==> config.mk <==
export PLATFORM = sky130hd
export DESIGN_NAME = serial_shift_reg
export DESIGN_NICKNAME = d
export VERILOG_FILES = /design/src/rtl/ssr_pkg.sv /design/src/rtl/ssr_sync.sv /design/src/rtl/ssr_edge.sv /design/src/rtl/ssr_tick_sel.sv /design/src/rtl/ssr_core.sv /design/src/rtl/ssr_latch.sv /design/src/rtl/serial_shift_reg.sv
export SDC_FILE = /design/constraint.sdc
export NUM_CORES = 1
export LEC_CHECK = 0
export ABC_AREA = 0
export BUFFER_PORTS_ARGS = -buffer_cell sky130_fd_sc_hd__buf_4
export CAP_MARGIN = 20
export CELL_PAD_IN_SITES_DETAIL_PLACEMENT = 1
export CELL_PAD_IN_SITES_GLOBAL_PLACEMENT = 2
export CORE_MARGIN = 1.5
export CORE_UTILIZATION = 28
export DETAILED_ROUTE_END_ITERATION = 12
export GPL_ROUTABILITY_DRIVEN = 1
export PLACE_DENSITY_LB_ADDON = 0.1
export RECOVER_POWER = 50
export SYNTH_ARGS = -nofsm -noshare
export SYNTH_HDL_FRONTEND = slang
export SYNTH_SLANG_ARGS = --single-unit
export TNS_END_PERCENT = 30
==> constraint.sdc <==
create_clock -name clk -period 4.25 [get_ports clk]
set_input_delay 0.6375 -clock clk [delete_from_list [all_inputs] [get_ports clk]]
set_output_delay 0.6375 -clock clk [all_outputs]
set_load 0.02 [all_outputs]
==> src/rtl/ssr_pkg.sv <==
package ssr_pkg;
  typedef enum logic [1:0] {
    SRC_STROBE   = 2'b00,
    SRC_TIMER    = 2'b01,
    SRC_EXT_RISE = 2'b10,
    SRC_EXT_FALL = 2'b11
  } shift_src_e;

  function automatic logic src_is_external(shift_src_e s);
    return s[1];
  endfunction
endpackage

==> src/rtl/ssr_sync.sv <==
module ssr_sync #(
  parameter int STAGES = 2,
  parameter int WIDTH  = 2
) (
  input  logic             clk,
  input  logic             rst_n,
  input  logic [WIDTH-1:0] d,
  output logic [WIDTH-1:0] q
);
  logic [WIDTH-1:0] stg [STAGES];

  for (genvar i = 0; i < STAGES; i++) begin : g_stage
    if (i == 0) begin : g_first
      always_ff @(posedge clk or negedge rst_n) begin
        if (!rst_n) stg[0] <= '0;
        else        stg[0] <= d;
      end
    end else begin : g_next
      always_ff @(posedge clk or negedge rst_n) begin
        if (!rst_n) stg[i] <= '0;
        else        stg[i] <= stg[i-1];
      end
    end
  end

  assign q = stg[STAGES-1];
endmodule

==> src/rtl/ssr_edge.sv <==
module ssr_edge (
  input  logic clk,
  input  logic rst_n,
  input  logic lvl,
  output logic rise,
  output logic fall
);
  logic lvl_d;

  always_ff @(posedge clk or negedge rst_n) begin
    if (!rst_n) lvl_d <= 1'b0;
    else        lvl_d <= lvl;
  end

  assign rise = lvl & ~lvl_d;
  assign fall = ~lvl & lvl_d;
endmodule

==> src/rtl/ssr_tick_sel.sv <==
module ssr_tick_sel
  import ssr_pkg::*;
(
  input  shift_src_e sel,
  input  logic       strobe,
  input  logic       match,
  input  logic       ext_rise,
  input  logic       ext_fall,
  input  logic       ext_lvl,
  output logic       tick,
  output logic       latch_open
);
  always_comb begin
    tick       = 1'b0;
    latch_open = 1'b1;
    case (sel)
      SRC_STROBE:   tick = strobe;
      SRC_TIMER:    tick = match;
      SRC_EXT_RISE: begin
        tick       = ext_rise;
        latch_open = ~ext_lvl;
      end
      SRC_EXT_FALL: begin
        tick       = ext_fall;
        latch_open = ext_lvl;
      end
      default: begin
        tick       = 1'b0;
        latch_open = 1'b1;
      end
    endcase
  end
endmodule

==> src/rtl/ssr_core.sv <==
module ssr_core #(
  parameter int WIDTH = 8
) (
  input  logic             clk,
  input  logic             rst_n,
  input  logic             wr_en,
  input  logic [WIDTH-1:0] wr_data,
  input  logic             tick,
  input  logic             ser_in,
  output logic [WIDTH-1:0] q
);
  logic [WIDTH-1:0] nxt;

  always_comb begin
    nxt = q;
    if (wr_en)     nxt = wr_data;
    else if (tick) nxt = {q[WIDTH-2:0], ser_in};
  end

  always_ff @(posedge clk or negedge rst_n) begin
    if (!rst_n) q <= '0;
    else        q <= nxt;
  end
endmodule

==> src/rtl/ssr_latch.sv <==
module ssr_latch (
  input  logic clk,
  input  logic rst_n,
  input  logic open,
  input  logic msb,
  output logic sdo
);
  logic held;

  always_ff @(posedge clk or negedge rst_n) begin
    if (!rst_n)    held <= 1'b0;
    else if (open) held <= msb;
  end

  assign sdo = open ? msb : held;
endmodule

==> src/rtl/serial_shift_reg.sv <==
module serial_shift_reg
  import ssr_pkg::*;
#(
  parameter int WIDTH       = 8,
  parameter int SYNC_STAGES = 2
) (
  input  logic             clk,
  input  logic             rst_n,
  input  logic             reg_wr_en,
  input  logic [WIDTH-1:0] reg_wr_data,
  output logic [WIDTH-1:0] reg_rd_data,
  input  logic [1:0]       clk_sel,
  input  logic             sw_strobe,
  input  logic             tmr_match,
  input  logic             sdi,
  input  logic             sck,
  output logic             sdo
);
  localparam int PINS = 2;

  logic [PINS-1:0] pins_sync;
  logic            sck_s, sdi_s, rise, fall, tick, latch_open;
  logic [WIDTH-1:0] sr_q;

  ssr_sync #(.STAGES(SYNC_STAGES), .WIDTH(PINS)) u_sync (
    .clk(clk), .rst_n(rst_n), .d({sck, sdi}), .q(pins_sync)
  );
  assign sck_s = pins_sync[1];
  assign sdi_s = pins_sync[0];

  ssr_edge u_edge (
    .clk(clk), .rst_n(rst_n), .lvl(sck_s), .rise(rise), .fall(fall)
  );

  ssr_tick_sel u_tsel (
    .sel(shift_src_e'(clk_sel)), .strobe(sw_strobe), .match(tmr_match),
    .ext_rise(rise), .ext_fall(fall), .ext_lvl(sck_s),
    .tick(tick), .latch_open(latch_open)
  );

  ssr_core #(.WIDTH(WIDTH)) u_core (
    .clk(clk), .rst_n(rst_n), .wr_en(reg_wr_en), .wr_data(reg_wr_data),
    .tick(tick), .ser_in(sdi_s), .q(sr_q)
  );

  ssr_latch u_latch (
    .clk(clk), .rst_n(rst_n), .open(latch_open), .msb(sr_q[WIDTH-1]), .sdo(sdo)
  );

  assign reg_rd_data = sr_q;
endmodule

Yosys cells after proc, flatten, opt, wreduce, memory -nomap -nowiden
Cells that the tools add are included.
Storage, ports and cells
  register bits after elaboration: 14
  output and inout bits: 9
  word-level logic and storage cells: 19
  input bits: 17
Operators by class
  muxes and demuxes: 5
  equality and inequality tests: 3
  bitwise logic cells: 4
  reduce and logical (&&, ||, !) cells: 2
Operators with widths (count)
  two-way mux 8 bit: 2
  == test 2 bit, second input constant: 2
  one-hot mux 1 bit (4 select lines): 1
  AND 1 bit: 2
  == test 2 x 1 -> 1 bit, second input constant: 1
  zero test 2 bit: 1
  NOT 1 bit: 2
  one-hot mux 1 bit (2 select lines): 1
  nonzero test 2 bit: 1
  two-way mux 1 bit: 1

Longest topological paths before layout
  word-level depth: 5
  gate-level depth with buffers: 4
  depth with buffers taken out: 4

Modules after synthesis
Synthesis repeated with hierarchy kept, for this count alone.
Unflattened totals
  cells, all modules: 48
  area total of the unflattened synthesis: 603.1 um^2
By module, submodules not included
  ssr_core: area each 372.9 um^2, sequential area each 200.2 um^2, cells an instance 34, times used 1
  ssr_sync: area each 115.1 um^2, sequential area each 100.1 um^2, cells an instance 6, times used 1
  ssr_edge: area each 40.0 um^2, sequential area each 25.0 um^2, cells an instance 3, times used 1
  ssr_latch: area each 40.0 um^2, sequential area each 25.0 um^2, cells an instance 2, times used 1
  ssr_tick_sel: area each 35.0 um^2, sequential area each 0.0 um^2, cells an instance 3, times used 1

Least setup slack after synthesis
No wires, ideal clock.
  path type: in2out
  start point: input port clk_sel[0]
  end point: output port sdo
  arrival time: 1227 ps
  path buffers: 0
  slack: 2385 ps
  data required time: 3612 ps
  stages: 3
  cell sequence: xor2_1 nand2_1 mux2_2
Between the ends
  word-level cells in the longest chain between the ends: 3
  elaborated cells between the ends (all ways): 4
  those cells by class: eq/ne: 2; mux: 2
RTL lines
  start, declared: RTL line serial_shift_reg.sv:12  | input logic [1:0] clk_sel,
  == test 2 bit: RTL line ssr_tick_sel.sv:16  | case (sel)
  one-hot mux 1 bit (2 select lines) *: RTL line ssr_tick_sel.sv:16
  two-way mux 1 bit *
  end, declared: RTL line serial_shift_reg.sv:17  | output logic sdo
Every way passes the cells marked *; elsewhere a longest branch is shown, timed or not.

Worst setup path after layout
Ends and elaborated chain as after synthesis.

==> impl_metrics.tcl <==
set metrics [dict create \
    status "complete, no violations" \
    cp_common_cell "buf_4" \
    synth-simple-area-share 0.0282 \
    post_cts_buffers 0 \
    ys_ff_latch 14 \
    critPathSlowestCell "mux2_2" \
    die_h_um 50.1 \
    first_global_vias 459 \
    arrival_ns 1.49 \
    vias_per_cell 4.48 \
    cts_buffers 3 \
    vias 421 \
    drc 0 \
    rows 16 \
    synthMuxAreaShare 0.324 \
    synth_top_family_by_area "multiplexers" \
    clk_latency_ns 0.27 \
    power.density_mw_per_mm2 402 \
    fin_skew_ns 0.00156 \
    drive_gt1_frac 0.687 \
    wire_per_inst_um 12.3 \
    h-tree-depth 1 \
    worst-setup-path-type "in -> out" \
    finalMaxSlewViolations 0 \
    synthCells 41 \
    max_stage_delay_ns 0.34 \
    timing.fmax_mhz 470 \
    rsz0062_at_grt "no" \
    cts_repair_resize_count 0 \
    drt-initial-drc-count 2 \
    path_clk_slew_ns 0.08 \
    grt_pass1_wl_mm 2.01 \
    ctsHoldBuffers 0 \
    worst_pin_slew_ns 0.748 \
    cap_violations 0 \
    synthXorXnorAreaFrac 0.0141 \
    cts_buffer_depth 2 \
    gr-total-overflow 0 \
    ys_seq_area_frac 0.563 \
    track_usage 0.110 \
    critPathMaxFanout 4 \
    fin_hold_ws_ns 0.354 \
    yosysWarningCount 0 \
    final_common_cell "buf_4" \
    ant_nets 0 \
    hpwl_um 869 \
    avgSynthCellArea_um2 15.2 \
    totalWireLength_mm 1.16 \
    postPlaceCellArea_um2 832 \
    diodes 0 \
    relSlewSlack 0.502 \
    clock_sinks 14 \
    start_util 0.308 \
    dr.pass1.iters 2 \
    final_cell_area_um2 851 \
    synth-adder-area-share 0 \
    final_nets 86 \
    final_cell_mix "22 x buf_4, 17 x mux2_2, 14 x dfrtp_1" \
    grt_max_degree 15 \
    synth_nets 58 \
    final-setup-viol-count 0 \
    setup-tns-final_ns 0 \
    finalCritPeriodShare 0.500 \
    finalHoldViolCount 0 \
    core_area_mm2 0.00202 \
    critPathLaunchType "input port" \
    area.growth.synth_to_final_pct 36.8 \
    worstHoldPathType "reg -> reg" \
    die_area_mm2 0.00251 \
    fp.dieW_um 50.1 \
    critPathRequiredTime_ns 3.61 \
    cts_tree "done" \
    crit_chain "buf_4, xor2_1, nand2_1, mux2_2, buf_4" \
    synth.distinct_cells 11 \
    numPortBuffers 25 \
    cts_root_buffer "clkbuf_4" \
    max-vdd-ir-drop_v 0.000162 \
    cp-end-kind "output port" \
    leakagePower_nw 0.385 \
    synth_compound_area_frac 0.0523 \
    antenna_found_initial 0 \
    gp_congestion 0.718 \
    period_needed_ns 2.13 \
    post-route-util 0.421 \
    netlist_area_um2 622 \
    ios 26 \
]
report_power, final:
group | leakage, nW | internal, mW | switching (mW)
Sequential | 0.164 | 0.153 | 0.0127
Clock | 0.0138 | 0.0328 | 0.0405
Combinational | 0.207 | 0.0563 | 0.0466
worst paths after layout:
path | from | endpoint | slack [ns] | depth (start not counted)
min reg2reg | u_sync.stg[3] | u_sync.q[1] | 0.35 | 0
max reg2reg | u_sync.q[1] | u_core.q[1] | 2.65 | 4
min | u_sync.stg[3] | u_sync.q[1] | 0.35 | 0
max | clk_sel[0] | sdo | 2.12 | 5
min in group asynchronous | rst_n | u_sync.stg[2] | 0.40 | 1
max in group asynchronous | rst_n | u_core.q[3] | 3.39 | 1
Yosys cell counts:
cell type	number	area share
buf_4	1	0.012
o22ai_2	1	0.020
nand2b_1	1	0.010
dfrtp_1	14	0.56
mux2_2	17	0.31
nand2_1	2	0.012
buf_1	1	0.0060
nor2_1	1	0.0060
a211oi_4	1	0.032
mux2i_1	1	0.016
xor2_1	1	0.014
flip-flops by register name, indices dropped and copies added, names as in the netlist:
| signal | count |
|---|---|
| u_core.q | 8 |
| u_latch.held | 1 |
| u_sync.q | 2 |
| u_sync.stg | 2 |
| u_edge.lvl_d | 1 |
layer usage:
metal / wire (um) / global-route usage
met3: 116 / 0.0606
met2: 512 / 0.160
met5: 0 / 0
met1: 531 / 0.139
met4: 0 / 0.0278
area by class of cell:
type	count	area (um^2)
fillers	234	1170
flip-flops and latches	14	350
multi-input cells	25	260
repair buffers	25	184
well taps	27	33.8
clock buffers	3	22.5
stage by stage:
step,worst slack [ns],power [mW],cells
after CTS,2.11,0.349,94
after global placement,2.13,0.273,91
after detailed placement,2.12,0.274,91
after floorplan,2.39,0.227,41
after global routing,2.07,0.363,94
final,2.12,0.342,94
critical path, delay by kind of cell:
| family | cells | cell delay, ns |
|---|---|---|
| muxes | 1 | 0.34 |
| buffers and inverters | 2 | 0.29 |
| and+or+nand+nor | 1 | 0.08 |
| xor gates and xnor gates | 1 | 0.15 |
cell families after synthesis:
| logic type | Yosys count |
|---|---|
| buffers and inverters | 2 |
| multiplexers | 18 |
| AND/OR/NAND/NOR | 4 |
| flip-flops | 14 |
| AO/OA/AOI/OAI | 2 |
| XOR/XNOR | 1 |
Note: power is estimated with default switching activity, not from simulation.
